===== src/rtl/adc_recon.sv =====
module adc_recon #(
  parameter int CODE_W = 12,
  parameter int FRAC_W = 16,
  parameter int OUT_W = 32,
  parameter int IIR_SHIFT = 4,
  parameter logic signed [OUT_W-1:0] SCALE_VBAT = 960,
  parameter logic signed [OUT_W-1:0] SCALE_VBUS = 1600,
  parameter logic signed [OUT_W-1:0] SCALE_VGRID = 6400,
  parameter logic signed [OUT_W-1:0] SCALE_IGRID = 960,
  parameter logic signed [OUT_W-1:0] REF_GAIN = 327
) (
  input  logic              clk,
  input  logic              rst_n,
  input  logic [CODE_W-1:0] vbat_code,
  input  logic              vbat_vld,
  input  logic [CODE_W-1:0] vbus_code,
  input  logic              vbus_vld,
  input  logic [CODE_W-1:0] vgrid_code,
  input  logic              vgrid_vld,
  input  logic [CODE_W-1:0] igrid_code,
  input  logic              igrid_vld,
  output logic [OUT_W-1:0]  vbat_q,
  output logic              vbat_qv,
  output logic [OUT_W-1:0]  vbus_q,
  output logic              vbus_qv,
  output logic [OUT_W-1:0]  vgrid_q,
  output logic              vgrid_qv,
  output logic [OUT_W-1:0]  igrid_q,
  output logic              igrid_qv,
  output logic [OUT_W-1:0]  ref_q,
  output logic              ref_qv
);
  localparam int NCH = 4;
  localparam int W2 = 2 * OUT_W;
  localparam int MID = 1 << (CODE_W - 1);
  localparam logic signed [OUT_W-1:0] MAXV = {1'b0, {(OUT_W-1){1'b1}}};
  localparam logic signed [OUT_W-1:0] MINV = {1'b1, {(OUT_W-1){1'b0}}};
  localparam logic signed [OUT_W-1:0] SC [NCH] = '{SCALE_VBAT, SCALE_VBUS, SCALE_VGRID, SCALE_IGRID};
  localparam bit AC [NCH] = '{1'b0, 1'b0, 1'b1, 1'b1};
  localparam bit FILT [NCH] = '{1'b1, 1'b1, 1'b1, 1'b0};

  function automatic logic signed [OUT_W-1:0] sat(input logic signed [W2-1:0] p);
    if (p > W2'(MAXV)) return MAXV;
    if (p < W2'(MINV)) return MINV;
    return p[OUT_W-1:0];
  endfunction

  logic [CODE_W-1:0]        code [NCH];
  logic                     vld  [NCH];
  logic signed [OUT_W-1:0]  y    [NCH];
  logic                     yv   [NCH];
  logic signed [OUT_W-1:0]  nxt  [NCH];

  assign code[0] = vbat_code;
  assign code[1] = vbus_code;
  assign code[2] = vgrid_code;
  assign code[3] = igrid_code;
  assign vld[0] = vbat_vld;
  assign vld[1] = vbus_vld;
  assign vld[2] = vgrid_vld;
  assign vld[3] = igrid_vld;

  for (genvar i = 0; i < NCH; i++) begin : g_ch
    logic signed [CODE_W:0]  cen;
    logic signed [W2-1:0]    prod;
    logic signed [OUT_W-1:0] x;

    if (AC[i]) begin : g_ac
      assign cen = $signed({1'b0, code[i]}) - $signed((CODE_W+1)'(MID));
    end else begin : g_dc
      assign cen = $signed({1'b0, code[i]});
    end

    assign prod = W2'(cen) * W2'(SC[i]);
    assign x = sat(prod);

    if (FILT[i]) begin : g_iir
      logic signed [OUT_W:0] diff;
      logic signed [OUT_W:0] sum;
      assign diff = (OUT_W+1)'(x) - (OUT_W+1)'(y[i]);
      assign sum = (OUT_W+1)'(y[i]) + (diff >>> IIR_SHIFT);
      assign nxt[i] = sat(W2'(sum));
    end else begin : g_raw
      assign nxt[i] = x;
    end

    always_ff @(posedge clk or negedge rst_n) begin
      if (!rst_n) begin
        y[i] <= '0;
        yv[i] <= 1'b0;
      end else begin
        yv[i] <= vld[i];
        if (vld[i]) y[i] <= nxt[i];
      end
    end
  end

  logic signed [W2-1:0]    ref_prod;
  logic signed [OUT_W-1:0] ref_r;
  logic                    ref_v;

  assign ref_prod = W2'(nxt[2]) * W2'(REF_GAIN);

  always_ff @(posedge clk or negedge rst_n) begin
    if (!rst_n) begin
      ref_r <= '0;
      ref_v <= 1'b0;
    end else begin
      ref_v <= vgrid_vld;
      if (vgrid_vld) ref_r <= sat(ref_prod >>> FRAC_W);
    end
  end

  assign vbat_q = y[0];
  assign vbus_q = y[1];
  assign vgrid_q = y[2];
  assign igrid_q = y[3];
  assign vbat_qv = yv[0];
  assign vbus_qv = yv[1];
  assign vgrid_qv = yv[2];
  assign igrid_qv = yv[3];
  assign ref_q = ref_r;
  assign ref_qv = ref_v;
endmodule


===== config.mk =====
export PLATFORM = sky130hd
export DESIGN_NAME = adc_recon
export DESIGN_NICKNAME = d
export VERILOG_FILES = /design/src/rtl/adc_recon.sv
export SDC_FILE = /design/constraint.sdc
export NUM_CORES = 1
export LEC_CHECK = 0
export BUFFER_PORTS_ARGS = -buffer_cell sky130_fd_sc_hd__buf_4
export CORE_AREA = 2 2 261 263
export DETAILED_ROUTE_END_ITERATION = 10
export DIE_AREA = 0 0 263 265
export HOLD_SLACK_MARGIN = 0.15
export PLACE_DENSITY = 0.5
export SLEW_MARGIN = 20
export SYNTH_ARGS = -nofsm -noshare
export SYNTH_HDL_FRONTEND = slang
export SYNTH_SLANG_ARGS = --single-unit
export TNS_END_PERCENT = 50

===== constraint.sdc =====
create_clock -name clk -period 26.2 [get_ports clk]
set_input_delay 5.24 -clock clk [delete_from_list [all_inputs] [get_ports clk]]
set_output_delay 5.24 -clock clk [all_outputs]
set_load 0.05 [all_outputs]

# Word level (Yosys, flattened, before mapping)
# Index checks and enable logic that the tools add are counted.
# Widths: inputs -> output; s select.
dict set report word_totals {
  regBits 164
  input_bits 54
  output_inout_bits 165
  wordCells 96
}
dict set report classes {
  addsub 8
  n_mul 5
  order_cmp 16
  mux 58
}
# cell count
set ops {}
lappend ops {{$mux 32} 32}
lappend ops {{$add 32x29->33} 3}
lappend ops {{$gt 33x32->1 const B} 3}
lappend ops {{$lt 33x32->1 const B} 3}
lappend ops {{$sub 32x32->33} 3}
lappend ops {{$lt 24x32->1 const B} 2}
lappend ops {{$mul 32x10->42 const B} 1}
lappend ops {{$gt 24x32->1 const B} 1}
lappend ops {{$gt 26x32->1 const B} 1}
lappend ops {{$gt 27x32->1 const B} 1}
lappend ops {{$lt 23x32->1 const B} 1}
lappend ops {{$lt 26x32->1 const B} 1}
lappend ops {{$lt 27x32->1 const B} 1}
lappend ops {{$gt 22x31->1 const B} 1}
lappend ops {{$gt 23x31->1 const B} 1}
lappend ops {{$mux 1} 26}
lappend ops {{$sub 12x12->13 const B} 2}
lappend ops {{$mul 13x6->19 const B} 1}
lappend ops {{$mul 13x5->18 const B} 1}
lappend ops {{$mul 12x5->17 const B} 1}
lappend ops {{$mul 12x4->16 const B} 1}

# Longest topological paths before layout
dict set report logic_depth {
  word_depth 22
  depth_mapped 61
  ltp_nobuf 59
}

# Least setup slack after synthesis
# No wires, ideal clock.
dict set report synth_path {
  path_kind {in2reg}
  startpoint {in vgrid_code[1]}
  endpoint {reg ref_r[15] (netlist: ref_q[15])}
  setup_time_ns 0.125
  t_arrival_ns 16.809
  required_time_ns 26.075
  path_slack_ns 9.266
  stages 57
  path_buffers 0
  cell_sequence {ha_1 > fa_1 > ha_1 > ha_1 > fa_1 > a21oi_1 > nor2_1 > nor2_1 > o21bai_1 > a21oi_1 > o21bai_1 > a21oi_1 > nor2b_1 > o21ai_0 > nor2b_1 > xnor2_1 > ha_1 > and4_1 > (+21 left out) > ha_1 > ha_1 > fa_1 > fa_1 > inv_1 > fa_1 > inv_1 > ha_1 > a31o_2 > a311oi_1 > nand3_1 > o21ai_0 > a21oi_1 > o21ai_0 > nand2b_1 > a21oi_1 > xnor2_1 > mux2_2}
}
# item line_no
set synth_rtl {}
lappend synth_rtl {{start, declared} 18} ;# input logic [CODE_W-1:0] vgrid_code,
lappend synth_rtl {{end signal, assigned} 110} ;# if (vgrid_vld) ref_r <= sat(ref_prod >>> FRAC_W);
lappend synth_rtl {{end, declared} 99} ;# logic signed [OUT_W-1:0] ref_r;

==> reports/qor.yml <==
clocking:
  cts_resized: 0
  cts_tree: "built"
  cts_setup_buffers: 0
  ctsHoldBuffers: 0
  cts-buffers-inserted: 17
  cts.clk_slew.worst_paths_ns: 0.07
  clockBufferDepth: 2
  clk_latency_ns: 0.50
  htreeDepth: 4
  clkSinkCount: 145
  cts-root-buf: "clkbuf_16"
die:
  row_count: 95
  fp.dieH_um: 265
  coreArea_sq_um: 66800
  ios: 219
  dieArea_sq_um: 69700
  start_util_pct: 34.8
  die_x_um: 263
cells_and_area:
  area_growth_pct: 12.7
  num-fill-cells: 6799
  final_area_sq_um: 26200
  multi_input_area_sq_um: 17900
  finalNetCount: 3413
  drive_above_1_share_pct: 13.4
  seqCellArea_sq_um: 3630
  n_antenna_cell: 0
  post-route-util_pct: 39.2
job:
  maxCapViolations: 0
logic_synthesis:
  syn-cell-area_sq_um: 23200
  postSynthAreaPerCell_sq_um: 8.86
  synth-seq-area-share_pct: 15.6
  synth-edff-count: 0
  yosysMostFrequentCell: "ha_1"
  synth_top_area_share_pct: 22.1
  yosys.area.top_type: "ha_1"
  synthArstFlopShare_pct: 100
  ys_types: 102
  synth_area_leaders: "ha_1 22%, dfrtp_1 16%, fa_1 13%, xnor2_1 6.1%, inv_1 5.7%"
  ys_ff_latch: 145
  synth_warnings: 0
  synthCells: 2625
  synth_commonest_cells: "410 x ha_1, 350 x inv_1, 204 x nor2_1"
  synth_flop_cell: "dfrtp_1"
critical_path:
  reg2reg_slack_ns: 13.87
  critPathMaxStageDelay_ns: 0.68
  r2r_cells: 41
  r2r_end: "ref_q[15]$_DFFE_PN0P_"
  path_max_fanout: 31
  crit_slowest_cell: "a31oi_1"
  path_class: "in -> reg"
  r2r-start: "vgrid_q[3]$_DFFE_PN0P_"
  startpoint: "vgrid_code[1]"
  worst-endpoint-required_ns: 26.58
  crit_top_cell: "ha_1"
  crit_path_start_kind: "input pin"
  worstPathArrival_ns: 18.91
  end_kind: "flop"
  crit_end: "ref_q[15]$_DFFE_PN0P_"
place:
  gp_congestion: 0.896
  place_area_sq_um: 25600
  dp_hpwl_mm: 50.2
  portBuffers: 212
sta:
  tns_ns: 0
  clock_skew_ns: 0.0191
  tightest_slew_ns: 1.05
  rsz0062_at_grt: "false"
  layout_min_cycle_time_ns: 18.53
  fmax_mhz: 54.0
  hold_violations: 0
  slew_viol_final: 0
  relSlewSlack_pct: 29.9
  period_share_pct: 70.7
  setup_viol: 0
drt:
  post_drt_wl_per_cell_um: 16.6
  drtAntennaViolNets: 0
  drt_wl_total_mm: 61.0
  initialDrtViolationCount: 701
  wl_met2_mm: 30.9
  dr.pass1.iters: 5
  num_vias: 18900
  vias_per_cell: 5.12
  routed-wl-met3_mm: 2.16
  drcViolationCount: 0
  top_layer: "met4"
  wl_met1_mm: 26.8
grt:
  grt_max_degree: 76
  antenna_found_initial: 0
  grt_pass1_wl_mm: 100
  grt_use_total_pct: 17.8
  grt_overflow_total: 0
  grt_pass1_vias: 19300
min_path:
  hp-class: "reg -> reg"
status:
  status: "finished clean"
how the worst min path moves through the flow:
stage                                startpoint               endpoint  slack (ns)  cells past startpoint
after floorplan           ref_q[21]$_DFFE_PN0P_  ref_q[21]$_DFFE_PN0P_        0.75                      2
after global placement    ref_q[24]$_DFFE_PN0P_  ref_q[24]$_DFFE_PN0P_        0.48                      2
after detailed placement  ref_q[22]$_DFFE_PN0P_  ref_q[22]$_DFFE_PN0P_        0.49                      2
after CTS                 ref_q[19]$_DFFE_PN0P_  ref_q[19]$_DFFE_PN0P_        0.51                      1
after global routing      ref_q[23]$_DFFE_PN0P_  ref_q[23]$_DFFE_PN0P_        0.53                      1
final                     ref_q[19]$_DFFE_PN0P_  ref_q[19]$_DFFE_PN0P_        0.51                      1
placed cells by master, fill, tap and decap left out, types with 8 or more instances in the layout:
cell type	count
nor3_1	40
a31oi_1	21
nand2_1	100
a21o_1	75
o22ai_1	12
ha_1	410
inv_1	350
inv_6	8
fa_1	150
nand2b_1	37
a21oi_2	14
xor2_1	63
a211oi_1	13
a21oi_1	200
nor2_1	204
clkbuf_16	17
dfrtp_1	145
and3_1	9
nor2b_1	34
o21bai_1	21
xnor2_1	161
or3_1	17
o211ai_1	8
buf_4	217
nand3_1	29
o31a_1	8
nand4_1	21
a21boi_0	10
and2_1	16
o21a_1	34
mux2_2	51
or4_1	8
o21ai_0	123
registers in the layout (all words and copies together), names as in the netlist:
name,count
vbus_q,32
igrid_qv,1
vgrid_q,32
vbat_q,32
vbus_qv,1
ref_qv,1
ref_q,27
vbat_qv,1
igrid_q,18
kinds of logic after synthesis:
family | Yosys count | synth area share, %
AO/OA/AOI/OAI | 633 | 17.7
adder cells (fa/ha/maj) | 574 | 35.6
AND/OR/NAND/NOR | 566 | 12.3
buffers and inverters | 421 | 7.35
XOR/XNOR | 225 | 8.51
flip-flops | 145 | 15.6
multiplexers | 60 | 2.90
other | 1 | 0.0161
metal layers:
layer / up-vias / global-route usage, %
li1: 9413 / -
met1: 9154 / 21.7
met2: 244 / 31.7
met3: 58 / 3.26
met4: 0 / 5.36
met5: - / 0
worst max-delay path: cells and delay by family:
| kind | cells | cell delay [ns] |
|---|---|---|
| buffers and inverters | 6 | 1.17 |
| adders and majority gates | 13 | 4.81 |
| AOI/OAI and AO/OA | 23 | 5.10 |
| and+or+nand+nor | 13 | 1.95 |
| muxes | 1 | 0.26 |
| xor gates and xnor gates | 3 | 0.33 |
metrics by stage:
step                      setup slack, ns  cells  hold WS [ns]
after floorplan                      9.27   2631         0.748
after global placement               7.56   3653         0.484
after detailed placement             7.21   3653         0.493
after CTS                            7.72   3685         0.515
after global routing                 6.43   3685         0.526
final                                7.67   3685         0.509
cell type report:
class / instances / share of cell area, %
Tap cell: 873 / 4.17
Sequential cell: 145 / 13.9
Clock buffer: 17 / 1.62
Clock inverter: 15 / 0.549
Inverter: 352 / 5.04
Timing Repair Buffer: 218 / 6.26
Multi-Input combinational cell: 2065 / 68.5
Power is left out: the tool's default activity adds up to more than one toggle a clock period on the data nets, which glitch-free logic cannot reach.
